<file path="config.mk">
export PLATFORM = sky130hd
export DESIGN_NAME = trace_walk
export DESIGN_NICKNAME = d
export VERILOG_FILES = /design/src/rtl/trace_walk_pkg.sv /design/src/rtl/tw_ptr_decode.sv /design/src/rtl/tw_edge_rule.sv /design/src/rtl/trace_walk.sv
export SDC_FILE = /design/constraint.sdc
export NUM_CORES = 1
export LEC_CHECK = 0
export BUFFER_PORTS_ARGS = -buffer_cell sky130_fd_sc_hd__buf_2
export CAP_MARGIN = 20
export CORE_AREA = 8 8 88 90
export DETAILED_ROUTE_END_ITERATION = 8
export DIE_AREA = 0 0 96 98
export PLACE_DENSITY = 0.47
export SYNTH_ARGS = -nofsm -noshare
export SYNTH_HDL_FRONTEND = slang
export SYNTH_SLANG_ARGS = --single-unit
export TNS_END_PERCENT = 50
</file>
<file path="constraint.sdc">
create_clock -name clk -period 7.6 [get_ports clk]
set_input_delay 1.14 -clock clk [delete_from_list [all_inputs] [get_ports clk]]
set_output_delay 1.14 -clock clk [all_outputs]
set_load 0.02 [all_outputs]
</file>
<file path="src/rtl/trace_walk_pkg.sv">
package trace_walk_pkg;

    typedef enum logic [1:0] {
        PTR_STOP = 2'd0,
        PTR_DIAG = 2'd1,
        PTR_UP   = 2'd2,
        PTR_LEFT = 2'd3
    } ptr_e;

    typedef enum logic [1:0] {
        MV_MATCH = 2'd0,
        MV_INS   = 2'd1,
        MV_DEL   = 2'd2,
        MV_END   = 2'd3
    } move_e;

    typedef enum logic [1:0] {
        STRAT_GLOBAL  = 2'd0,
        STRAT_LOCAL   = 2'd1,
        STRAT_SEMI    = 2'd2,
        STRAT_OVERLAP = 2'd3
    } strat_e;

    typedef enum logic [1:0] {
        ACT_READ,
        ACT_GAP_DEL,
        ACT_GAP_INS,
        ACT_STOP
    } edge_act_e;

    typedef enum logic [1:0] {
        ST_IDLE,
        ST_LOOK,
        ST_MM,
        ST_DONE
    } walk_state_e;

endpackage

</file>
<file path="src/rtl/tw_ptr_decode.sv">
module tw_ptr_decode
    import trace_walk_pkg::*;
(
    input  logic [1:0] ptr_code,
    output move_e      move,
    output logic       step_row,
    output logic       step_col,
    output logic       hit_end
);
    always_comb begin
        move     = MV_END;
        step_row = 1'b0;
        step_col = 1'b0;
        hit_end  = 1'b0;
        case (ptr_code)
            PTR_DIAG: begin
                move     = MV_MATCH;
                step_row = 1'b1;
                step_col = 1'b1;
            end
            PTR_UP: begin
                move     = MV_DEL;
                step_row = 1'b1;
            end
            PTR_LEFT: begin
                move     = MV_INS;
                step_col = 1'b1;
            end
            default: begin
                move    = MV_END;
                hit_end = 1'b1;
            end
        endcase
    end
endmodule

</file>
<file path="src/rtl/tw_edge_rule.sv">
module tw_edge_rule
    import trace_walk_pkg::*;
(
    input  strat_e    strat,
    input  logic      row_zero,
    input  logic      col_zero,
    output edge_act_e act
);
    always_comb begin
        act = ACT_STOP;
        if (!row_zero && !col_zero) begin
            act = ACT_READ;
        end else begin
            unique case (strat)
                STRAT_GLOBAL: begin
                    if (row_zero && col_zero) act = ACT_STOP;
                    else if (row_zero)        act = ACT_GAP_INS;
                    else                      act = ACT_GAP_DEL;
                end
                STRAT_SEMI:    act = row_zero ? ACT_STOP : ACT_GAP_DEL;
                STRAT_LOCAL:   act = ACT_STOP;
                STRAT_OVERLAP: act = ACT_STOP;
            endcase
        end
    end
endmodule

</file>
<file path="src/rtl/trace_walk.sv">
module trace_walk
    import trace_walk_pkg::*;
#(
    parameter int ROW_W = 8,
    parameter int COL_W = 8
) (
    input  logic             clk,
    input  logic             rst_n,
    input  logic             start_i,
    input  logic [ROW_W-1:0] start_row_i,
    input  logic [COL_W-1:0] start_col_i,
    input  logic [1:0]       strat_i,
    output logic             rd_en_o,
    output logic [ROW_W-1:0] rd_row_o,
    output logic [COL_W-1:0] rd_col_o,
    input  logic [1:0]       rd_ptr_i,
    output logic             mv_valid_o,
    output logic [1:0]       mv_code_o,
    output logic             done_o,
    output logic [ROW_W-1:0] end_row_o,
    output logic [COL_W-1:0] end_col_o
);
    localparam int SUM_W = ((ROW_W > COL_W) ? ROW_W : COL_W) + 1;

    walk_state_e      state_q, state_d;
    logic [ROW_W-1:0] row_q;
    logic [COL_W-1:0] col_q;
    strat_e           strat_q;
    edge_act_e        act;
    move_e            dec_move;
    logic             dec_dr, dec_dc, dec_end;
    logic             row_step, col_step;
    logic             accept;

    tw_ptr_decode u_dec (
        .ptr_code (rd_ptr_i),
        .move     (dec_move),
        .step_row (dec_dr),
        .step_col (dec_dc),
        .hit_end  (dec_end)
    );

    tw_edge_rule u_edge (
        .strat    (strat_q),
        .row_zero (row_q == '0),
        .col_zero (col_q == '0),
        .act      (act)
    );

    assign accept = (state_q == ST_IDLE) && start_i;

    // state register
    always_ff @(posedge clk or negedge rst_n) begin
        if (!rst_n) state_q <= ST_IDLE;
        else        state_q <= state_d;
    end

    // next-state selection
    always_comb begin
        state_d = state_q;
        unique case (state_q)
            ST_IDLE: if (start_i) state_d = ST_LOOK;
            ST_LOOK: begin
                if (act == ACT_READ)      state_d = ST_MM;
                else if (act == ACT_STOP) state_d = ST_DONE;
            end
            ST_MM:   state_d = dec_end ? ST_DONE : ST_LOOK;
            ST_DONE: state_d = ST_IDLE;
        endcase
    end

    // outputs and coordinate steps
    always_comb begin
        rd_en_o    = 1'b0;
        mv_valid_o = 1'b0;
        mv_code_o  = MV_MATCH;
        done_o     = 1'b0;
        row_step   = 1'b0;
        col_step   = 1'b0;
        unique case (state_q)
            ST_IDLE: ;
            ST_LOOK: begin
                unique case (act)
                    ACT_READ: rd_en_o = 1'b1;
                    ACT_GAP_DEL: begin
                        mv_valid_o = 1'b1;
                        mv_code_o  = MV_DEL;
                        row_step   = 1'b1;
                    end
                    ACT_GAP_INS: begin
                        mv_valid_o = 1'b1;
                        mv_code_o  = MV_INS;
                        col_step   = 1'b1;
                    end
                    ACT_STOP: ;
                endcase
            end
            ST_MM: begin
                mv_valid_o = 1'b1;
                mv_code_o  = dec_move;
                row_step   = dec_dr;
                col_step   = dec_dc;
            end
            ST_DONE: done_o = 1'b1;
        endcase
    end

    // cursor registers
    always_ff @(posedge clk or negedge rst_n) begin
        if (!rst_n) begin
            row_q   <= '0;
            col_q   <= '0;
            strat_q <= STRAT_GLOBAL;
        end else if (accept) begin
            row_q   <= start_row_i;
            col_q   <= start_col_i;
            strat_q <= strat_e'(strat_i);
        end else begin
            row_q <= row_q - ROW_W'(row_step);
            col_q <= col_q - COL_W'(col_step);
        end
    end

    assign rd_row_o  = row_q;
    assign rd_col_o  = col_q;
    assign end_row_o = row_q;
    assign end_col_o = col_q;

    // move budget tracking for the length check
    logic [SUM_W-1:0] budget_q, mv_cnt_q;
    always_ff @(posedge clk or negedge rst_n) begin
        if (!rst_n) begin
            budget_q <= '0;
            mv_cnt_q <= '0;
        end else if (accept) begin
            budget_q <= SUM_W'(start_row_i) + SUM_W'(start_col_i);
            mv_cnt_q <= '0;
        end else if (mv_valid_o) begin
            mv_cnt_q <= mv_cnt_q + SUM_W'(1);
        end
    end


    move_budget_chk: assert property (@(posedge clk) disable iff (!rst_n)
        mv_cnt_q <= budget_q);


    done_pulse_chk: assert property (@(posedge clk) disable iff (!rst_n)
        done_o |=> !done_o);


    done_quiet_chk: assert property (@(posedge clk) disable iff (!rst_n)
        done_o |-> !mv_valid_o && !rd_en_o);


    read_interior_chk: assert property (@(posedge clk) disable iff (!rst_n)
        rd_en_o |-> (rd_row_o != '0) && (rd_col_o != '0));


    read_then_move_chk: assert property (@(posedge clk) disable iff (!rst_n)
        rd_en_o |=> mv_valid_o);


    end_then_done_chk: assert property (@(posedge clk) disable iff (!rst_n)
        (mv_valid_o && mv_code_o == MV_END) |=> done_o);


    diag_step_chk: assert property (@(posedge clk) disable iff (!rst_n)
        (mv_valid_o && mv_code_o == MV_MATCH) |=>
            (row_q == $past(row_q) - ROW_W'(1)) && (col_q == $past(col_q) - COL_W'(1)));


    busy_hold_chk: assert property (@(posedge clk) disable iff (!rst_n)
        (state_q != ST_IDLE && !mv_valid_o) |=> $stable(row_q) && $stable(col_q));

endmodule

</file>
======== After elaboration in Yosys (flattened, before gate mapping) ========
Cells that the tools add are included.
word-level totals
  flip-flop bits (word level) ............. 20
operators by class
  add/sub/neg operators ................... 2
  reduce and logical (&&, ||, !) cells .... 16
  equality and inequality tests ........... 14
  multiplexer cells ....................... 26
operators with widths
  cell                                                             number
  2-bit == test, second input constant                             8
  8-bit zero test                                                  2
  2-bit two-way mux                                                8
  8-bit two-way mux                                                2
  8-bit by 1-bit subtractor with 8-bit output                      2
  2-bit one-hot mux with 3 select lines                            2
  2-bit by 1-bit == test with 1-bit output, second input constant  4
  1-bit two-way mux                                                8
  2-bit one-hot mux with 2 select lines                            2
  2-bit one-hot mux with 4 select lines                            1
  2-bit OR reduction                                               4
  2-bit zero test                                                  3
  1-bit one-hot mux with 2 select lines                            3
  1-bit logical AND                                                3
  3-bit inequality test, second input constant                     1
  3-bit OR reduction                                               1
  1-bit zero test                                                  2
  2-bit inequality test, second input constant                     1
  2-bit AND reduction                                              1

======== Longest topological paths before layout ========
  depth after elaboration ................. 10
  depth in mapped cells ................... 11
  gate-level depth less buffers ........... 11

======== Cells and area by module ========
A second synthesis with hierarchy kept.
second synthesis, totals
  cell total of the unflattened synthesis .. 167
  area total of the unflattened synthesis .. 1473.9 sq um
modules (own cells, without submodules)
  module         seq. area each (sq um)  area each (sq um)  instances  cells each
  trace_walk     500.5                   1381.3             1          155
  tw_ptr_decode  0.0                     73.8               1          9
  tw_edge_rule   0.0                     18.8               1          3

======== Least setup slack after synthesis ========
OpenSTA, ideal clock, no wires.
  kind .................................... register to output
  start point ............................. register row_q[2], in the netlist end_row_o[2]
  end point ............................... output port mv_code_o[1]
  data required time ...................... 6.460 ns
  slack ................................... 4.188 ns
  cell stages (with the launch flop) ...... 7
  buffers on the path ..................... 0
  data arrival time ....................... 2.272 ns
  path through ............................ dfrtp_1 or4_4 nand4b_1 o21ai_0 ha_1 nand2_1 a21boi_0
on the way
  cells in the longest elaborated chain, start to end .. 8
  elaborated cells between the ends (all ways) .. 13
RTL lines
  element                                                                    line                                    RTL
  start: declaration                                                         trace_walk.sv:26                        logic [ROW_W-1:0] row_q;
  start signal: assignment                                                   trace_walk.sv:115                       row_q <= start_row_i;
  start signal: assignment                                                   trace_walk.sv:119                       row_q <= row_q - ROW_W'(row_step);
  8-bit zero test (*)                                                        trace_walk.sv:45                        .row_zero (row_q == '0),
  2-bit two-way mux or 1-bit logical AND (tied branches)                     tw_edge_rule.sv:17, tw_edge_rule.sv:16
  2-bit two-way mux                                                          tw_edge_rule.sv:16                      if (row_zero && col_zero) act = ACT_STOP;
  2-bit one-hot mux with 3 select lines                                      tw_edge_rule.sv:14                      unique case (strat)
  2-bit two-way mux (*)                                                      tw_edge_rule.sv:11                      if (!row_zero && !col_zero) begin
  2-bit == test or 2-bit by 1-bit == test with 1-bit output (tied branches)  trace_walk.sv:83                        unique case (act)
  2-bit one-hot mux with 2 select lines (*)                                  trace_walk.sv:83
  2-bit one-hot mux with 2 select lines (*)                                  trace_walk.sv:80                        unique case (state_q)
  end: declaration                                                           trace_walk.sv:18                        output logic [1:0] mv_code_o,
Mark *: on every way between the ends. The rest lies on a longest branch, timed or not.

======== Final worst setup path ========
  start point ............................. register row_q[2], in the netlist end_row_o[2]
  end point ............................... output port mv_valid_o
on the way
  cells in the longest elaborated chain, start to end .. 9
  elaborated cells between the ends (all ways) .. 14
RTL lines
  element                                                                    line                                    RTL
  8-bit zero test (*)                                                        trace_walk.sv:45
  2-bit two-way mux or 1-bit logical AND (tied branches)                     tw_edge_rule.sv:17, tw_edge_rule.sv:16
  2-bit two-way mux                                                          tw_edge_rule.sv:16
  2-bit one-hot mux with 3 select lines                                      tw_edge_rule.sv:14
  2-bit two-way mux (*)                                                      tw_edge_rule.sv:11
  2-bit == test or 2-bit by 1-bit == test with 1-bit output (tied branches)  trace_walk.sv:83
  2-bit OR reduction (no line) (*)                                           n/a
  1-bit two-way mux (*)                                                      trace_walk.sv:83
  1-bit one-hot mux with 2 select lines (*)                                  trace_walk.sv:80
  end: declaration                                                           trace_walk.sv:17                        output logic mv_valid_o,
Marks and branches as above.

==> results.cfg <==
[worst_setup_path]
crit_family = simple AND/OR/NAND/NOR gates
end_kind = output port
max_stage_delay_ns = 0.58
start_kind = flip-flop
crit_chain = or4_4 > nand4b_1 > o21ai_0 > ha_1 > nor2b_1 > o21a_1 > buf_2
path_class = flip-flop to output port
crit_arrival_ns = 2.66
worstPathMaxFanout = 7
path_buf_inv = 1
cp.required_ns = 6.46
slowest_stage = or4_4

[yosys]
synthTopCellsByArea = dfrtp_1 34%, ha_1 15%, buf_4 8.2%
muxShareOfSynthArea_pct = 0
netlist_instances = 165
synth_area_per_cell_um2 = 8.93
ys_seq_area_share_pct = 34.0
synth_cell_types = 29
synthesis.area_um2 = 1470
ys.warnings.count = 0
post_synth_fa_ha_maj_area_fraction_pct = 15.3
synth_compound_area_share_pct = 14.7
ys_ff_latch = 20
synth_nets = 206
synth_top_cell_area_share_pct = 34.0
synth_xor_area_share_pct = 3.57
synth_top_family_by_area = simple AND/OR/NAND/NOR gates
synth-simple-area-share_pct = 20.7
yosysTopAreaCell = dfrtp_1

[run]
cap_violations = 0

[floorplanning]
die_x_um = 96
initial_core_util_pct = 22.7
num_rows = 30
ioPinCount = 60
dieArea_um2 = 9410
die_h_um = 98
coreArea_um2 = 6490

[cts]
clk_pin_slew_ns = 0.08
clkLatencyLatePin_ns = 0.26
root_buffer = clkbuf_8
cts_setup_buffers = 0
hold_buffers = 0
cts_max_level = 1
cts_tree = built
postCtsResizedCells = 0
ctsLongestPathBuffers = 2
clkSinkCount = 20
cts_buffers = 3

[layout]
final_nets = 251
layout_commonest_cell = buf_2
insertedDiodeCount = 0
final_layout_size_suffix_gt1_share_pct = 31.6
layout-area-overhead-vs-synth_pct = 21.7
postLayoutCoreUtil_pct = 27.6
fill_cells = 722
mostFrequentLayoutCells = 59 x buf_2, 20 x dfrtp_1, 18 x ha_1

[global_route]
grt_pass1_vias = 1219
grt_pass1_wl_mm = 6.01
track_usage_pct = 8.06
grt_max_degree = 21
antenna_found_initial = 0
overflow = 0

[hold_path]
hold_path_class = flip-flop to flip-flop

[placed_design]
port-buffer-count = 59
dp_hpwl_mm = 3.06
place_congestion = 0.711

[timing]
finalCritPeriodShare_pct = 49.9
final_max_slew_viol_count = 0
worst_pin_slew_ns = 0.626
setup_viol = 0
rsz0062_at_grt = false
slew_headroom_pct = 58.2
period_minus_slack_ns = 3.80
timing.fmax_mhz = 263
tns_ns = 0
hold_violations = 0
fin_skew_ns = 0.00493

[route]
first_iter_violations = 38
routedWlPerCell_um = 13.1
drt-total-wl_mm = 3.78
post-route-drc-count = 0
ant_nets = 0
first_pass_iters = 4
viasPerCell = 4.27
vias = 1235

[power_and_ir_drop]
peakVddDrop_uv = 106
intPower_w = 0.000358
p_per_area_nw_per_um2 = 398
p_sw_w = 0.000355
seqPwrFrac_pct = 30.9
combinationalPowerShare_pct = 57.4
p_sw_share_pct = 49.8
p_leak_nw = 0.849
power.share.clock_pct = 11.7

[outcome]
status = finished clean
## worst paths after layout
check	start	end	slack [ns]	cells past startpoint
max in group asynchronous	rst_n	end_row_o[0]$_DFF_PN0_	6.44	1
min in group asynchronous	rst_n	end_col_o[3]$_DFF_PN0_	0.82	1
min	strat_q[1]$_DFFE_PN0P_	strat_q[1]$_DFFE_PN0P_	0.49	2
max reg2reg	end_row_o[2]$_DFF_PN0_	end_row_o[6]$_DFF_PN0_	4.40	11
min reg2reg	strat_q[1]$_DFFE_PN0P_	strat_q[1]$_DFFE_PN0P_	0.49	2
max	end_row_o[2]$_DFF_PN0_	mv_valid_o	3.80	7
## registers in the layout, indices dropped and copies added (netlist names)
register and count:
state_q 2, end_row_o 8, end_col_o 8, strat_q 2
## routing by layer
metal,routed length (um),GRT usage (%)
met5,0,0
met2,1790,12.8
met3,247,1.30
met1,1670,9.99
met4,74,4.26
## kinds of logic (layout without fill, tap and decap cells)
kind of cell             count (synthesis)  in the layout
XOR/XNOR                                 6              6
AO/OA/AOI/OAI                           35             35
AND/OR/NAND/NOR                         56             56
buffers and inverters                   30             74
adder cells (fa/ha/maj)                 18             18
flip-flops                              20             20
## layout make-up
class / instances / area (um2) / area share, %
flip-flops and latches: 20 / 500 / 27.9
inverters: 11 / 41.3 / 2.30
clock buffers: 4 / 55.1 / 3.07
well taps: 80 / 100 / 5.59
repair buffers: 59 / 295 / 16.5
multi-input cells: 115 / 800 / 44.6
## synthesized netlist by cell type
cell type and n:
o211ai_1 2, and2_1 2, nand2b_1 3, a31oi_1 4
o21a_1 3, inv_1 11, o32a_1 1, nor3_1 1
buf_4 16, nand4b_1 2, a21oi_1 5, or3_1 4
nand2_1 15, ha_1 18, or3_2 1, nand3_1 2
a2111oi_0 1, a21boi_0 3, or4_4 2, dfrtp_1 20
nor3b_1 4, nor2_1 12, nor2b_1 4, a22oi_1 1
or4_1 4, xnor2_1 6, clkbuf_1 3, o21ai_0 13
o31ai_1 2
## worst min-delay path, stage by stage, from the launching register on
cell and delay (ns):
dfrtp_1 0.36, nand2_1 0.05, nand2_1 0.05
## power groups by stage
stage          combinational (W)  sequential, W   clock, W
3_5_place_dp            0.000419       0.000225          0
4_1_cts                 0.000420       0.000223  0.0000870
6_report                0.000409       0.000221  0.0000833
3_3_place_gp            0.000421       0.000221          0
2_1_floorplan           0.000285       0.000262          0
5_1_grt                 0.000452       0.000235  0.0000907
## through the flow
step | power, W | worst slack (ns) | area (um2) | hold slack [ns] | instances
after floorplan | 0.000547 | 4.19 | 1470 | 0.446 | 165
after global placement | 0.000643 | 4.13 | 1740 | 0.468 | 285
after detailed placement | 0.000644 | 4.10 | 1740 | 0.472 | 285
after CTS | 0.000730 | 3.80 | 1790 | 0.496 | 289
after global routing | 0.000777 | 3.54 | 1790 | 0.534 | 289
final | 0.000713 | 3.80 | 1790 | 0.492 | 289
Note: power is estimated with default switching activity, not from simulation.
